$ cat src/rtl/dct_pkg.sv
package dct_pkg;
  localparam int ADDR_W = 3;
  localparam int N_SRC  = 3;

  localparam logic [ADDR_W-1:0] A_CTRL  = 3'd0;
  localparam logic [ADDR_W-1:0] A_COUNT = 3'd1;
  localparam logic [ADDR_W-1:0] A_CMPA  = 3'd2;
  localparam logic [ADDR_W-1:0] A_CMPB  = 3'd3;
  localparam logic [ADDR_W-1:0] A_IEN   = 3'd4;
  localparam logic [ADDR_W-1:0] A_FLAG  = 3'd5;

  localparam int SRC_OVF = 0;
  localparam int SRC_CMA = 1;
  localparam int SRC_CMB = 2;
endpackage

$ cat src/rtl/timer_prescaler.sv
module timer_prescaler #(
  parameter int PRE_W = 10
) (
  input  logic       clk,
  input  logic       rst_n,
  input  logic [2:0] sel,
  output logic       tick
);
  logic [PRE_W-1:0] pre_q;
  logic [PRE_W-1:0] mask;
  logic             halted;
  int               sh;

  always_ff @(posedge clk or negedge rst_n) begin
    if (!rst_n) pre_q <= '0;
    else        pre_q <= pre_q + 1'b1;
  end

  // Map each select code to a tick period of 2**sh clocks.
  always_comb begin
    halted = 1'b0;
    sh     = 0;
    case (sel)
      3'd1:    sh = 0;
      3'd2:    sh = 3;
      3'd3:    sh = 6;
      3'd4:    sh = 8;
      3'd5:    sh = 10;
      default: halted = 1'b1;
    endcase
    mask = (PRE_W'(1) << sh) - PRE_W'(1);
    tick = !halted && ((pre_q & mask) == mask);
  end
endmodule

$ cat src/rtl/timer_core.sv
module timer_core #(
  parameter int CNT_W = 8
) (
  input  logic             clk,
  input  logic             rst_n,
  input  logic             tick,
  input  logic             ctc,
  input  logic             cnt_wr,
  input  logic [CNT_W-1:0] wr_data,
  input  logic [CNT_W-1:0] cmp_a,
  input  logic [CNT_W-1:0] cmp_b,
  output logic [CNT_W-1:0] cnt,
  output logic             set_ovf,
  output logic             set_a,
  output logic             set_b
);
  localparam logic [CNT_W-1:0] CNT_MAX = '1;

  logic blk_q;
  logic eq_a, eq_b, advance;

  assign eq_a    = (cnt == cmp_a);
  assign eq_b    = (cnt == cmp_b);
  assign advance = tick && !cnt_wr;

  always_ff @(posedge clk or negedge rst_n) begin
    if (!rst_n) begin
      cnt   <= '0;
      blk_q <= 1'b0;
    end else if (cnt_wr) begin
      cnt   <= wr_data;
      blk_q <= 1'b1;
    end else if (tick) begin
      blk_q <= 1'b0;
      cnt   <= (ctc && eq_a) ? '0 : cnt + 1'b1;
    end
  end

  assign set_a   = advance && !blk_q && eq_a;
  assign set_b   = advance && !blk_q && eq_b;
  assign set_ovf = advance && (ctc ? eq_a : (cnt == CNT_MAX));

  a_r1_hold_when_idle: assert property (@(posedge clk) disable iff (!rst_n)
    (!tick && !cnt_wr) |=> $stable(cnt));
  a_r2_write_priority: assert property (@(posedge clk) disable iff (!rst_n)
    cnt_wr |=> (cnt == $past(wr_data)));
  a_r5_ctc_clear: assert property (@(posedge clk) disable iff (!rst_n)
    (advance && ctc && eq_a) |=> (cnt == '0));
  a_r7_block_after_write: assert property (@(posedge clk) disable iff (!rst_n)
    cnt_wr |=> !(set_a || set_b));
endmodule

$ cat src/rtl/timer_flag.sv
module timer_flag (
  input  logic clk,
  input  logic rst_n,
  input  logic set,
  input  logic clr,
  output logic flag
);
  always_ff @(posedge clk or negedge rst_n) begin
    if (!rst_n)   flag <= 1'b0;
    else if (set) flag <= 1'b1;
    else if (clr) flag <= 1'b0;
  end

  a_r10_set_wins: assert property (@(posedge clk) disable iff (!rst_n)
    set |=> flag);
  a_r9_clear: assert property (@(posedge clk) disable iff (!rst_n)
    (clr && !set) |=> !flag);
endmodule

$ cat src/rtl/dual_cmp_timer.sv
module dual_cmp_timer
  import dct_pkg::*;
#(
  parameter int CNT_W = 8,
  parameter int PRE_W = 10
) (
  input  logic             clk,
  input  logic             rst_n,
  input  logic             bus_we,
  input  logic [2:0]       bus_addr,
  input  logic [CNT_W-1:0] bus_wdata,
  output logic [CNT_W-1:0] bus_rdata,
  input  logic [2:0]       irq_ack,
  output logic [2:0]       irq
);
  localparam int CTRL_W = 4;

  logic [CTRL_W-1:0] ctrl_q;
  logic [CNT_W-1:0]  cmpa_q, cmpb_q, cnt;
  logic [N_SRC-1:0]  ien_q, flags, set_v, w1c_v;
  logic              tick, cnt_wr, ctc;

  assign ctc    = ctrl_q[3];
  assign cnt_wr = bus_we && (bus_addr == A_COUNT);
  assign w1c_v  = (bus_we && (bus_addr == A_FLAG)) ? bus_wdata[N_SRC-1:0] : '0;

  always_ff @(posedge clk or negedge rst_n) begin
    if (!rst_n) begin
      ctrl_q <= '0;
      cmpa_q <= '0;
      cmpb_q <= '0;
      ien_q  <= '0;
    end else if (bus_we) begin
      case (bus_addr)
        A_CTRL:  ctrl_q <= bus_wdata[CTRL_W-1:0];
        A_CMPA:  cmpa_q <= bus_wdata;
        A_CMPB:  cmpb_q <= bus_wdata;
        A_IEN:   ien_q  <= bus_wdata[N_SRC-1:0];
        default: ;
      endcase
    end
  end

  always_comb begin
    bus_rdata = '0;
    case (bus_addr)
      A_CTRL:  bus_rdata = {{(CNT_W-CTRL_W){1'b0}}, ctrl_q};
      A_COUNT: bus_rdata = cnt;
      A_CMPA:  bus_rdata = cmpa_q;
      A_CMPB:  bus_rdata = cmpb_q;
      A_IEN:   bus_rdata = {{(CNT_W-N_SRC){1'b0}}, ien_q};
      A_FLAG:  bus_rdata = {{(CNT_W-N_SRC){1'b0}}, flags};
      default: bus_rdata = '0;
    endcase
  end

  timer_prescaler #(.PRE_W(PRE_W)) u_pre (
    .clk(clk), .rst_n(rst_n), .sel(ctrl_q[2:0]), .tick(tick)
  );

  timer_core #(.CNT_W(CNT_W)) u_core (
    .clk(clk), .rst_n(rst_n), .tick(tick), .ctc(ctc), .cnt_wr(cnt_wr),
    .wr_data(bus_wdata), .cmp_a(cmpa_q), .cmp_b(cmpb_q), .cnt(cnt),
    .set_ovf(set_v[SRC_OVF]), .set_a(set_v[SRC_CMA]), .set_b(set_v[SRC_CMB])
  );

  for (genvar g = 0; g < N_SRC; g++) begin : g_flag
    timer_flag u_flag (
      .clk(clk), .rst_n(rst_n), .set(set_v[g]),
      .clr(w1c_v[g] | irq_ack[g]), .flag(flags[g])
    );
  end

  assign irq = flags & ien_q;

  a_r4_wrap_flag: assert property (@(posedge clk) disable iff (!rst_n)
    (tick && !cnt_wr && !ctc && (cnt == '1)) |=> (flags[SRC_OVF] && (cnt == '0)));
  a_r8_irq_masked: assert property (@(posedge clk) disable iff (!rst_n)
    $fell(ien_q[SRC_CMA]) |-> !irq[SRC_CMA]);
endmodule

$ cat config.mk
export PLATFORM = sky130hd
export DESIGN_NAME = dual_cmp_timer
export DESIGN_NICKNAME = d
export VERILOG_FILES = /design/src/rtl/dct_pkg.sv /design/src/rtl/timer_prescaler.sv /design/src/rtl/timer_core.sv /design/src/rtl/timer_flag.sv /design/src/rtl/dual_cmp_timer.sv
export SDC_FILE = /design/constraint.sdc
export NUM_CORES = 1
export LEC_CHECK = 0
export BUFFER_PORTS_ARGS = -buffer_cell sky130_fd_sc_hd__clkbuf_2
export CORE_MARGIN = 2
export CORE_UTILIZATION = 25
export DETAILED_ROUTE_END_ITERATION = 8
export PLACE_DENSITY = 0.38
export SYNTH_ARGS = -nofsm -noshare
export SYNTH_HDL_FRONTEND = slang
export SYNTH_SLANG_ARGS = --single-unit
$ cat constraint.sdc
create_clock -name clk -period 7.1 [get_ports clk]
set_input_delay 0.71 -clock clk [delete_from_list [all_inputs] [get_ports clk]]
set_output_delay 0.71 -clock clk [all_outputs]
set_load 0.05 [all_outputs]
* After elaboration in Yosys (flattened, before gate mapping)
Index checks and enable logic that the tools add are counted.
** Word-level totals
- Bits in registers :: 45
- Input bits :: 17
- Output and inout bits :: 11
- Word-level logic and storage cells :: 69
** Cells by class
- Add/subtract/negate cells :: 3
- Eq/ne operators :: 14
- Shift-type cells :: 1
- Mux-type cells :: 15
- Bitwise gates (word level) :: 5
- Reduce and logical (&&, ||, !) cells :: 21
** Operator list (number)
- $pmux 8 s6 :: 1
- $mux 8 :: 3
- $eq 8x8->1 :: 2
- $pmux 4 s4 :: 1
- $eq 3x2->1 const B :: 4
- $eq 3x3->1 const B :: 4
- $add 10x1->10 const B :: 1
- $and 10x10->10 :: 1
- $eq 10x10->1 :: 1
- $shl 1x4->10 const A :: 1
- $sub 10x2->10 const B :: 1
- $logic_and 1x1->1 :: 9
- $mux 1 :: 9
- $add 8x1->8 const B :: 1
- $eq 8x8->1 const B :: 1
- $reduce_and 2->1 :: 4
- $reduce_bool 2->1 :: 4
- $eq 3x1->1 const B :: 2
- $reduce_or 5->1 :: 1
- $and 3x3->3 :: 1
- $logic_not 3->1 :: 1
- $mux 3 :: 1
- $or 1x1->1 :: 3
- $logic_not 1->1 :: 2

* Longest topological paths before layout
Gate-level depths: netlist of the first run.
- Depth in word-level cells :: 11
- Gate-level depth with buffers :: 9
- Gate-level depth less buffers :: 7

* Hierarchy
Synthesis of the first run repeated with hierarchy kept, for this count alone.
** Unflattened totals
- Cells, all modules :: 245
- Area, all modules :: 2712.6 sq um
** Modules (own cells, without submodules)
- dual_cmp_timer :: times used 1, cells an instance 99, area an instance 1251.2 sq um
- timer_core :: times used 1, cells an instance 88, area an instance 822.0 sq um
- timer_prescaler :: times used 1, cells an instance 49, area an instance 530.5 sq um
- timer_flag :: times used 3, cells an instance 3, area an instance 36.3 sq um

* Least setup slack after synthesis of the first run
OpenSTA, ideal clock, no wires.
- Kind :: in2out
- Start :: input port bus_addr[0]
- End :: output port bus_rdata[0]
- Data arrival time :: 2.278 ns
- Required time :: 6.390 ns
- Path slack :: 4.112 ns
- Cell stages on the path :: 4
- Buffers on the path :: 2
- Cell sequence :: clkbuf_1 -> buf_1 -> a22oi_1 -> o221ai_1
** Between the ends
- Longest elaborated chain between the ends :: 2
- Elaborated cells between the ends (all ways) :: 7
- Those cells by class :: 5 x eq/ne; 1 x mux; 1 x reduce/logical
** Ends and longest elaborated chain
- start: declaration :: line dual_cmp_timer.sv:10 : input logic [2:0] bus_addr,
- $eq 3x3->1 (tied with other cells) :: line dual_cmp_timer.sv:46 : case (bus_addr)
- $pmux 8 s6 * :: line dual_cmp_timer.sv:46
- end: declaration :: line dual_cmp_timer.sv:12 : output logic [CNT_W-1:0] bus_rdata,
Mark *: on every way between the ends. The rest lies on a longest branch, timed or not.

* Worst setup path after layout of the first run
- Start :: input port bus_addr[0]
- End :: output port bus_rdata[6]
Same word-level chain as after synthesis.

==> results of run 1 <==
-- cell type report --
class,count,area [um^2],share of cell area (%)
clock inverter,3,17.5,0.576
tap,140,175,5.76
inverter,2,7.51,0.247
timing repair buffer,28,143,4.69
clock buffer,5,68.8,2.26
multi-input combinational,204,1500,49.4
sequential,45,1130,37.0
-- worst max-delay path, stage by stage --
cell	delay (ps)
clkbuf_2	350
nor2b_1	560
a22oi_1	180
nor2_1	170
clkbuf_2	310
-- Yosys cell counts (3+ instances only) --
| master | instances | area, um^2 |
|---|---|---|
| mux2_2 | 30 | 338 |
| nor2b_1 | 8 | 50.1 |
| nand4_1 | 8 | 50.1 |
| xnor2_1 | 5 | 43.8 |
| and3_1 | 5 | 31.3 |
| and2_1 | 5 | 31.3 |
| o21ai_0 | 6 | 30.0 |
| nand3b_1 | 3 | 22.5 |
| a22oi_1 | 7 | 52.6 |
| a31oi_1 | 14 | 87.6 |
| nor3_1 | 3 | 15.0 |
| nand2_1 | 15 | 56.3 |
| xor2_1 | 20 | 175 |
| nand3_1 | 12 | 60.1 |
| clkbuf_1 | 13 | 48.8 |
| ha_1 | 3 | 37.5 |
| dfrtp_1 | 45 | 1130 |
| nor2_1 | 23 | 86.3 |
| o31ai_1 | 7 | 52.6 |
-- flip-flops by register name (all words and copies together), names as in the netlist --
signal,flops
cmpa_q,8
u_core.cnt,8
u_pre.pre_q,10
u_core.blk_q,1
ien_q,3
cmpb_q,8
ctrl_q,4
g_flag.u_flag.flag,3
-- worst paths after layout --
check	slack (ps)	to	from	cells after the start
worst max register to register	4410	u_core.cnt[7]	ctrl_q[2]	6
worst max-delay path	4110	bus_rdata[6]	bus_addr[0]	5
worst min register to register	470	u_pre.pre_q[9]	u_pre.pre_q[9]	1
min in group asynchronous	480	u_pre.pre_q[6]	rst_n	2
worst min-delay path	470	u_pre.pre_q[9]	u_pre.pre_q[9]	1
max in group asynchronous	6180	cmpb_q[7]	rst_n	2
-- metal layers --
| metal | track usage (%) | vias to the layer above | routed length, um |
|---|---|---|---|
| met5 | 0 | - | 0 |
| met4 | 3.02 | 0 | 49 |
| met3 | 2.53 | 5 | 257 |
| met2 | 20.5 | 34 | 3380 |
| met1 | 21.1 | 1055 | 3970 |
| li1 | - | 1016 | - |
-- power by group --
part / leakage (nW) / switching [W] / internal (W)
clock: 0.0439 / 0.0000916 / 0.0000681
combinational: 0.657 / 0.000171 / 0.000131
sequential: 0.546 / 0.0000948 / 0.000308
total: 1.25 / 0.000358 / 0.000508
-- per-stage QoR --
stage	power, W	util [%]	setup WS, ps	cell area [um^2]	cells
after floorplan	0.000631	-	4110	2730	269
after global placement	0.000715	27.5	4090	2950	419
after detailed placement	0.000711	27.5	4070	2950	419
after CTS	0.000876	28.3	4100	3040	427
after global routing	0.000929	28.3	4010	3040	427
final	0.000866	28.3	4110	3040	427
-- kinds of logic after synthesis --
kind of cell | synth area share [%]
compound gates | 13.1
mux | 13.9
other cells | 0.137
simple gates | 18.4
fa+ha+maj | 1.37
xor+xnor | 8.01
buf+inv | 3.80
flops | 41.2
==> reports/metrics.yaml, run 1 <==
clock_latency_ps: 300
die_h_um: 109
yosysUniqueCellTypes: 47
min_period_ps: 2990
core_area_mm2: 0.0107
cts_resized: 0
drt-total-wl_mm: 7.66
grt_pass1_vias: 2173
final_common_cell: "dfrtp_1"
avgSynthCellArea_um2: 10.2
diodes: 0
fin_crit_sh_pct: 42.1
status: "finished, final reports clean"
maxCapViolations: 0
initial_core_util_pct: 25.4
cts_sinks: 45
critical_path.max_fanout: 17
post_drt_wl_per_cell_um: 17.9
synth_cells: 269
synth_edf_count: 0
mostFrequentLayoutCells: "dfrtp_1, mux2_2, clkbuf_2"
vias: 2110
ctsHoldBuffers: 0
cts_setup_buffers: 0
ys.flop_type: "dfrtp_1"
arrival_ps: 2280
cts_inserted_buffers: 5
cts_tree: "done"
grt_setup_unrepaired: "no"
dp_hpwl_mm: 5.54
die_w_um: 109
cp.required_ps: 6390
viasPerCell: 4.94
cts_root_buffer: "clkbuf_8"
fin_tns_setup_ps: 0
syn-num-nets: 289
grt_antenna_before_repair: 0
place_congestion: 0.782
power_density_mw_per_mm2: 285
slew_viol_final: 0
drive_above_1_share_pct: 25.8
clk_pin_slew_ps: 90
async_flop_share_pct: 100
pin_count: 28
die_area_mm2: 0.0118
nNetsFinal: 306
cts_buffer_depth: 2
ir_drop_uv: 83.7
drt_iter0_markers: 94
setup_viol: 0
ys_warn_count: 0
crit_type: "in -> out"
ys_seq_area_share_pct: 41.2
rows: 38
hold_slack_ps: 471
clock_skew_ps: 10.4
p_leak_nw: 1.25
hp-class: "reg -> reg"
ys_seq_elements: 45
grt-ovfl-total: 0
htree_levels: 2
area_growth_syn_to_layout_pct: 11.3
relSlewSlack_pct: 36.9
grt_max_degree: 46
portBuffers: 27
drc: 0
synth_area_mm2: 0.00273
grt_usage_pct: 14.0
grt_pass1_wl_mm: 12.5
drtAntennaViolNets: 0
start_kind: "input pin"
drt_first_pass_iters: 4
hold_viol_final: 0
worst_slew_pin_slew_ps: 939
endpoint_kind: "output port"
nFillCells: 1214
max_freq_mhz: 335
No activity file was read; power rests on OpenSTA's default activity.
==> run 2, diff against run 1 <==
==> constraint.sdc (replaced) <==
create_clock -name clk -period 3 [get_ports clk]
set_input_delay 0.3 -clock clk [delete_from_list [all_inputs] [get_ports clk]]
set_output_delay 0.3 -clock clk [all_outputs]
set_load 0.05 [all_outputs]
==> reports/metrics.yaml, run 2 (same netlist as run 1, synthesis figures left out) <==
grt-ovfl-total: 0  # unchanged
hp-class: "in -> reg"
fin_ws_ps: 599  # -3510 ps
finalNonFillerCells: 436  # +2.1%
htree_levels: 2  # unchanged
maxCapViolations: 0  # unchanged
min_period_ps: 2400
vias: 2123  # +0.62%
power.internal_w: 0.00127  # +150%
grt_max_degree: 18  # -61%
grt_pass1_vias: 2213  # +1.8%
initial_core_util_pct: 25.4  # unchanged
drtAntennaViolNets: 0  # unchanged
rows: 38  # unchanged
arrival_ps: 2590  # +310 ps
clockPowerShare_pct: 20.1  # +1.7 points
clk_pin_slew_ps: 90  # about the same
relSlewSlack_pct: 49.3  # +12 points
die_area_mm2: 0.0118  # unchanged
dp_hpwl_mm: 5.76  # +3.9%
cp.required_ps: 3190  # -3200 ps
power_density_mw_per_mm2: 678  # +140%
p_leak_nw: 1.30  # +4.4%
slew_viol_final: 0  # unchanged
setup_viol: 0  # unchanged
critical_path.max_fanout: 10  # -7
clock_latency_ps: 300  # about the same
drt-total-wl_mm: 7.76  # +1.3%
mostFrequentLayoutCells: "dfrtp_1, mux2_2, clkbuf_2"
pre_cts_slack_ps: 639  # -3430 ps
cts_sinks: 45  # unchanged
viasPerCell: 4.87  # -1.5%
fin_crit_sh_pct: 80.0
grt_setup_unrepaired: "no"
diodes: 0  # unchanged
ir_drop_uv: 197  # +140%
status: "finished, final reports clean"
grt_usage_pct: 14.4  # +0.44 points
placed_cells: 427  # +1.9%
endpoint_kind: "register"
p_switching_w: 0.000848  # +140%
drive_above_1_share_pct: 27.7  # +1.9 points
die_w_um: 109  # unchanged
max_freq_mhz: 417
grt_antenna_before_repair: 0  # unchanged
hold_viol_final: 0  # unchanged
final_common_cell: "dfrtp_1"
post_drt_wl_per_cell_um: 17.8  # -0.76%
cts_inserted_buffers: 5  # unchanged
portBuffers: 27  # unchanged
worst_slew_pin_slew_ps: 757  # -182 ps
nNetsFinal: 315  # +2.9%
fin_tns_setup_ps: 0  # unchanged
area_growth_syn_to_layout_pct: 14.4
start_kind: "register"
sw_frac_of_total_pct: 40.0  # -1.3 points
drt_first_pass_iters: 4  # unchanged
cts_tree: "done"
comb_power_share_pct: 35.2  # +0.2 points
grt_pass1_wl_mm: 12.8  # +2.3%
core_area_mm2: 0.0107  # unchanged
cts_root_buffer: "clkbuf_8"
cts_buffer_depth: 2  # unchanged
finalPower_w: 0.00212  # +140%
fin_util_pct: 29.1  # +0.79 points
largest_reg_flops: 10  # unchanged
place_congestion: 0.827  # +5.8%
largest-register: "u_pre.pre_q"
drt_iter0_markers: 180  # +91%
clock_skew_ps: 7.19  # -3.23 ps
seq_power_share_pct: 44.7  # -1.9 points
crit_type: "reg -> reg"
pin_count: 28  # unchanged
cts_resized: 0  # unchanged
die_h_um: 109  # unchanged
drc: 0  # unchanged
==> run 2: cell types whose count changed in the layout (fill, tap and decap cells not counted), sizes merged <==
cell         change
buf              +8
clkbuf           +2
clkinv           -1
clkinvlp         -1
dlygate4sd3      +1
==> run 2: per-layer routing <==
metal / part of all wire (%) / up-vias / track usage [%] / routed length (um)
met4: 0.41 / 0 / 2.47 / 32
met5: 0 / - / 0 / 0
met3: 4.0 / 4 / 2.23 / 310
li1: - / 1030 / - / -
met2: 46 / 42 / 22.5 / 3590
met1: 49 / 1047 / 21.3 / 3830
==> run 2: layout make-up <==
cell class              instances  area (um^2)
well taps                     140          175
flip-flops and latches         45         1130
clock buffers                   7         96.3
inverters                       2         7.51
fillers                      1170         7620
clock inverters                 1         5.00
multi-input cells             204         1500
repair buffers                 37          213
==> run 2: critical path, cell delays in order, from the launching register on <==
cell       delay (ps)
dfrtp_1           490
xor2_1            200
ha_1              240
nor2b_1           160
a2111oi_4         310
o211a_1           450
nand2_4           100
o41ai_1           340
==> run 2: power by group through the flow <==
stage | Clock (W) | Combinational, W | Sequential (W)
after floorplan | 0 | 0.000676 | 0.000817
after global placement | 0 | 0.000757 | 0.000955
after detailed placement | 0 | 0.000745 | 0.000956
after CTS | 0.000450 | 0.000750 | 0.000944
after global routing | 0.000471 | 0.000828 | 0.000976
final | 0.000425 | 0.000746 | 0.000948
==> run 2: path summary, 6_finish.rpt <==
kind / cells after the start / end / slack, ps / from
worst min-delay path: 3 / g_flag[2].u_flag.flag / 270 / irq_ack[2]
worst min register to register: 1 / u_pre.pre_q[9] / 470 / u_pre.pre_q[9]
worst max-delay path: 7 / g_flag[2].u_flag.flag / 600 / ctrl_q[2]
max in group asynchronous: 3 / cmpa_q[6] / 1940 / rst_n
min in group asynchronous: 2 / ctrl_q[1] / 460 / rst_n
worst max register to register: 7 / g_flag[2].u_flag.flag / 600 / ctrl_q[2]
==> run 2: what timing repair did <==
action / 4_1_cts / 5_1_grt
endpoints found under the setup margin: 0 / 0
setup buffers: 0 / 0
hold endpoints to repair: 15 / 0
hold buffers: 1 / 0
==> run 2: through the flow <==
step	hold slack (ps)	cell area [um^2]
after floorplan	4.41	2730
after global placement	261	3010
after detailed placement	266	3010
after CTS	258	3130
after global routing	279	3130
final	267	3130
==> run 3, diff against run 2 <==
--- a/config.mk
+++ b/config.mk
@@ -5,6 +5,7 @@
 export SDC_FILE = /design/constraint.sdc
 export NUM_CORES = 1
 export LEC_CHECK = 0
+export ABC_AREA = 1
 export BUFFER_PORTS_ARGS = -buffer_cell sky130_fd_sc_hd__clkbuf_2
 export CORE_MARGIN = 2
 export CORE_UTILIZATION = 25
==> constraint.sdc (replaced) <==
create_clock -name clk -period 2.35 [get_ports clk]
set_input_delay 0.235 -clock clk [delete_from_list [all_inputs] [get_ports clk]]
set_output_delay 0.235 -clock clk [all_outputs]
set_load 0.05 [all_outputs]
==> reports/metrics.yaml, run 3 <==
cts_setup_buffers: 0  # unchanged
grt_max_degree: 24  # +6
rrSetupSlack_ps: 470  # -130 ps
cts_root_buffer: "clkbuf_16"
min_period_ps: 1880  # -519 ps
grt_setup_unrepaired: "no"
r2r_start: "ctrl_q[2]"
grt-ovfl-total: 0  # unchanged
pin_count: 28  # unchanged
power_density_mw_per_mm2: 858  # +27%
nNetsFinal: 403  # +28%
synth_cells: 353  # +31%
drc: 0  # unchanged
worst_r2r_path_depth: 13  # +6
setup_viol: 0  # unchanged
drt-total-wl_mm: 7.78  # +0.22%
cts_buffer_depth: 2  # unchanged
area_growth_syn_to_layout_pct: 14.7
ir_drop_uv: 311  # +58%
ys_seq_elements: 45  # unchanged
mostFrequentLayoutCells: "nand2_1, inv_1, dfrtp_1"
arrival_ps: 2100  # -490 ps
placed_cells: 515  # +21%
reg2reg_to: "g_flag[1].u_flag.flag"
core_area_mm2: 0.0110  # +2.2%
diodes: 0  # unchanged
slew_viol_final: 0  # unchanged
cts_tree: "done"
worst_slew_pin_slew_ps: 668  # -89.7 ps
finalNonFillerCells: 524  # +20%
grt_pass1_vias: 2387  # +7.9%
synth_common_cells: "nand2_1, inv_1, dfrtp_1"
hold_viol_final: 0  # unchanged
cts_resized: 0  # unchanged
status: "finished, final reports clean"
synth_top_area_share_pct: 39.6  # -1.6 points
yosysMostFrequentCell: "nand2_1"
die_area_mm2: 0.0122  # +3.9%
vias: 2331  # +9.8%
avgSynthCellArea_um2: 8.06  # -21%
syn-num-nets: 373  # +29%
crit_type: "reg -> reg"
whs_path_depth: 3  # unchanged
finalPower_w: 0.00280  # +32%
start_kind: "register"
maxCapViolations: 0  # unchanged
ys_warn_count: 0  # unchanged
hp-class: "in -> reg"
clk_pin_slew_ps: 70  # -20 ps
initial_core_util_pct: 25.9  # +0.46 points
critical_path.max_fanout: 8  # -2
crit_chain: "inv_2, nand2_2, nand2_2, ha_1, inv_1, nor2_1, nor2_1, nand2_1, nor2_4, nand2_2, nor2_8, nand2_2, o2bb2ai_2"
viasPerCell: 4.45  # -8.6%
drt_first_pass_iters: 4  # unchanged
max_freq_mhz: 531  # +28%
dp_hpwl_mm: 5.94  # +3.0%
post_drt_wl_per_cell_um: 14.8  # -17%
synth_area_mm2: 0.00284  # +4.1%
yosysUniqueCellTypes: 37  # -21%
ys.flop_type: "dfrtp_1"
hold_end: "u_core.cnt[5]"
cp_slowest_cell: "dfrtp_1"
synth_top_cell_by_area: "dfrtp_1"
largest-register: "u_pre.pre_q"
path_common_cell: "nand2_2"
fin_tns_setup_ps: 0  # unchanged
drtAntennaViolNets: 0  # unchanged
endpoint_kind: "register"
cts_inserted_buffers: 5  # unchanged
rows: 38  # unchanged
drive_above_1_share_pct: 23.4  # -4.3 points
place_congestion: 0.772  # -6.7%
hp-start: "bus_wdata[5]"
synth_edf_count: 0  # unchanged
die_w_um: 111  # +1.9%
clock_skew_ps: 9.88  # +2.68 ps
fin_crit_sh_pct: 80.1  # about the same
drt_iter0_markers: 116  # -36%
cts_sinks: 45  # unchanged
grt_pass1_wl_mm: 13.0  # +1.6%
p_leak_nw: 1.65  # +27%
async_flop_share_pct: 100  # unchanged
htree_levels: 2  # unchanged
crit_path_max_incr_delay_ps: 460  # -30 ps
final_common_cell: "nand2_1"
largest_reg_flops: 10  # unchanged
clock_latency_ps: 290  # about the same
relSlewSlack_pct: 55.5  # +6.2 points
grt_antenna_before_repair: 0  # unchanged
portBuffers: 27  # unchanged
grt_usage_pct: 13.6  # -0.83 points
synth_area_leaders: "dfrtp_1, nand2_1, inv_1"
die_h_um: 111  # +1.9%
cp.required_ps: 2570  # -620 ps
ys_seq_area_share_pct: 39.6  # -1.6 points
[run 3: cells by family (layout without fill, tap and decap cells)]
| kind of cell | after synthesis | in the layout | share of synthesized area [%] |
|---|---|---|---|
| AOI/OAI and AO/OA | 42 | 42 | 11.4 |
| xor gates and xnor gates | 23 | 23 | 7.08 |
| adders and majority gates | 3 | 3 | 1.32 |
| buffers and inverters | 61 | 92 | 9.28 |
| DFF | 45 | 45 | 39.6 |
| other | 1 | 1 | 0.132 |
| and+or+nand+nor | 178 | 178 | 31.2 |
[run 3: per-stage QoR]
step | setup slack (ps) | hold slack, ps | util, % | instance area, um^2
floorplan | 664 | -60.6 | - | 2840
global placement | 503 | 309 | 28.3 | 3110
detailed placement | 476 | 315 | 28.3 | 3110
CTS | 459 | 188 | 29.7 | 3260
global route | 262 | 204 | 29.7 | 3260
finish | 468 | 198 | 29.7 | 3260
[run 3: worst max-delay path by stage]
| stage | startpoint | slack (ps) | end |
|---|---|---|---|
| after detailed placement | ctrl_q[2] | 480 | g_flag[1].u_flag.flag |
| after CTS | ctrl_q[2] | 460 | g_flag[1].u_flag.flag |
| after global routing | ctrl_q[2] | 260 | u_core.cnt[4] |
| after floorplan | ctrl_q[2] | 660 | g_flag[1].u_flag.flag |
| after global placement | ctrl_q[2] | 500 | g_flag[1].u_flag.flag |
| final | ctrl_q[2] | 470 | g_flag[1].u_flag.flag |
[run 3: critical path, delay by kind of cell, from the launching register on]
| family | cells | cell delay, ps |
|---|---|---|
| flip-flops | 1 | 460 |
| AO/OA/AOI/OAI | 1 | 110 |
| AND/OR/NAND/NOR | 9 | 850 |
| adder cells (fa/ha/maj) | 1 | 190 |
| buffers and inverters | 2 | 180 |
[run 3: power breakdown]
part / total (W) / internal (W) / switching [W]
clock network: 0.000711 / 0.000391 / 0.000320
logic: 0.000952 / 0.000367 / 0.000584
registers: 0.00114 / 0.000919 / 0.000217
total: 0.00280 / 0.00168 / 0.00112
[run 3: what timing repair did]
item / CTS / global route
endpoints found under the setup margin: 0 / 0
endpoints found under the hold margin: 18 / 0
hold buffers: 1 / 0
[run 3: final cells by class]
cell class / instances / area (um^2)
clock inverters: 3 / 17.5
flip-flops and latches: 45 / 1130
clock buffers: 5 / 125
inverters: 54 / 203
well taps: 140 / 175
multi-input cells: 247 / 1450
fillers: 1187 / 7720
repair buffers: 30 / 160
[run 3: metal layers]
layer | global-route usage (%) | routed length [um] | share of wire [%] | vias to the layer above
li1 | - | - | - | 1192
met1 | 19.5 | 4090 | 53 | 1098
met2 | 20.3 | 3400 | 44 | 35
met3 | 2.41 | 182 | 2.3 | 6
met4 | 5.00 | 102 | 1.3 | 0
met5 | 0 | 0 | 0 | -
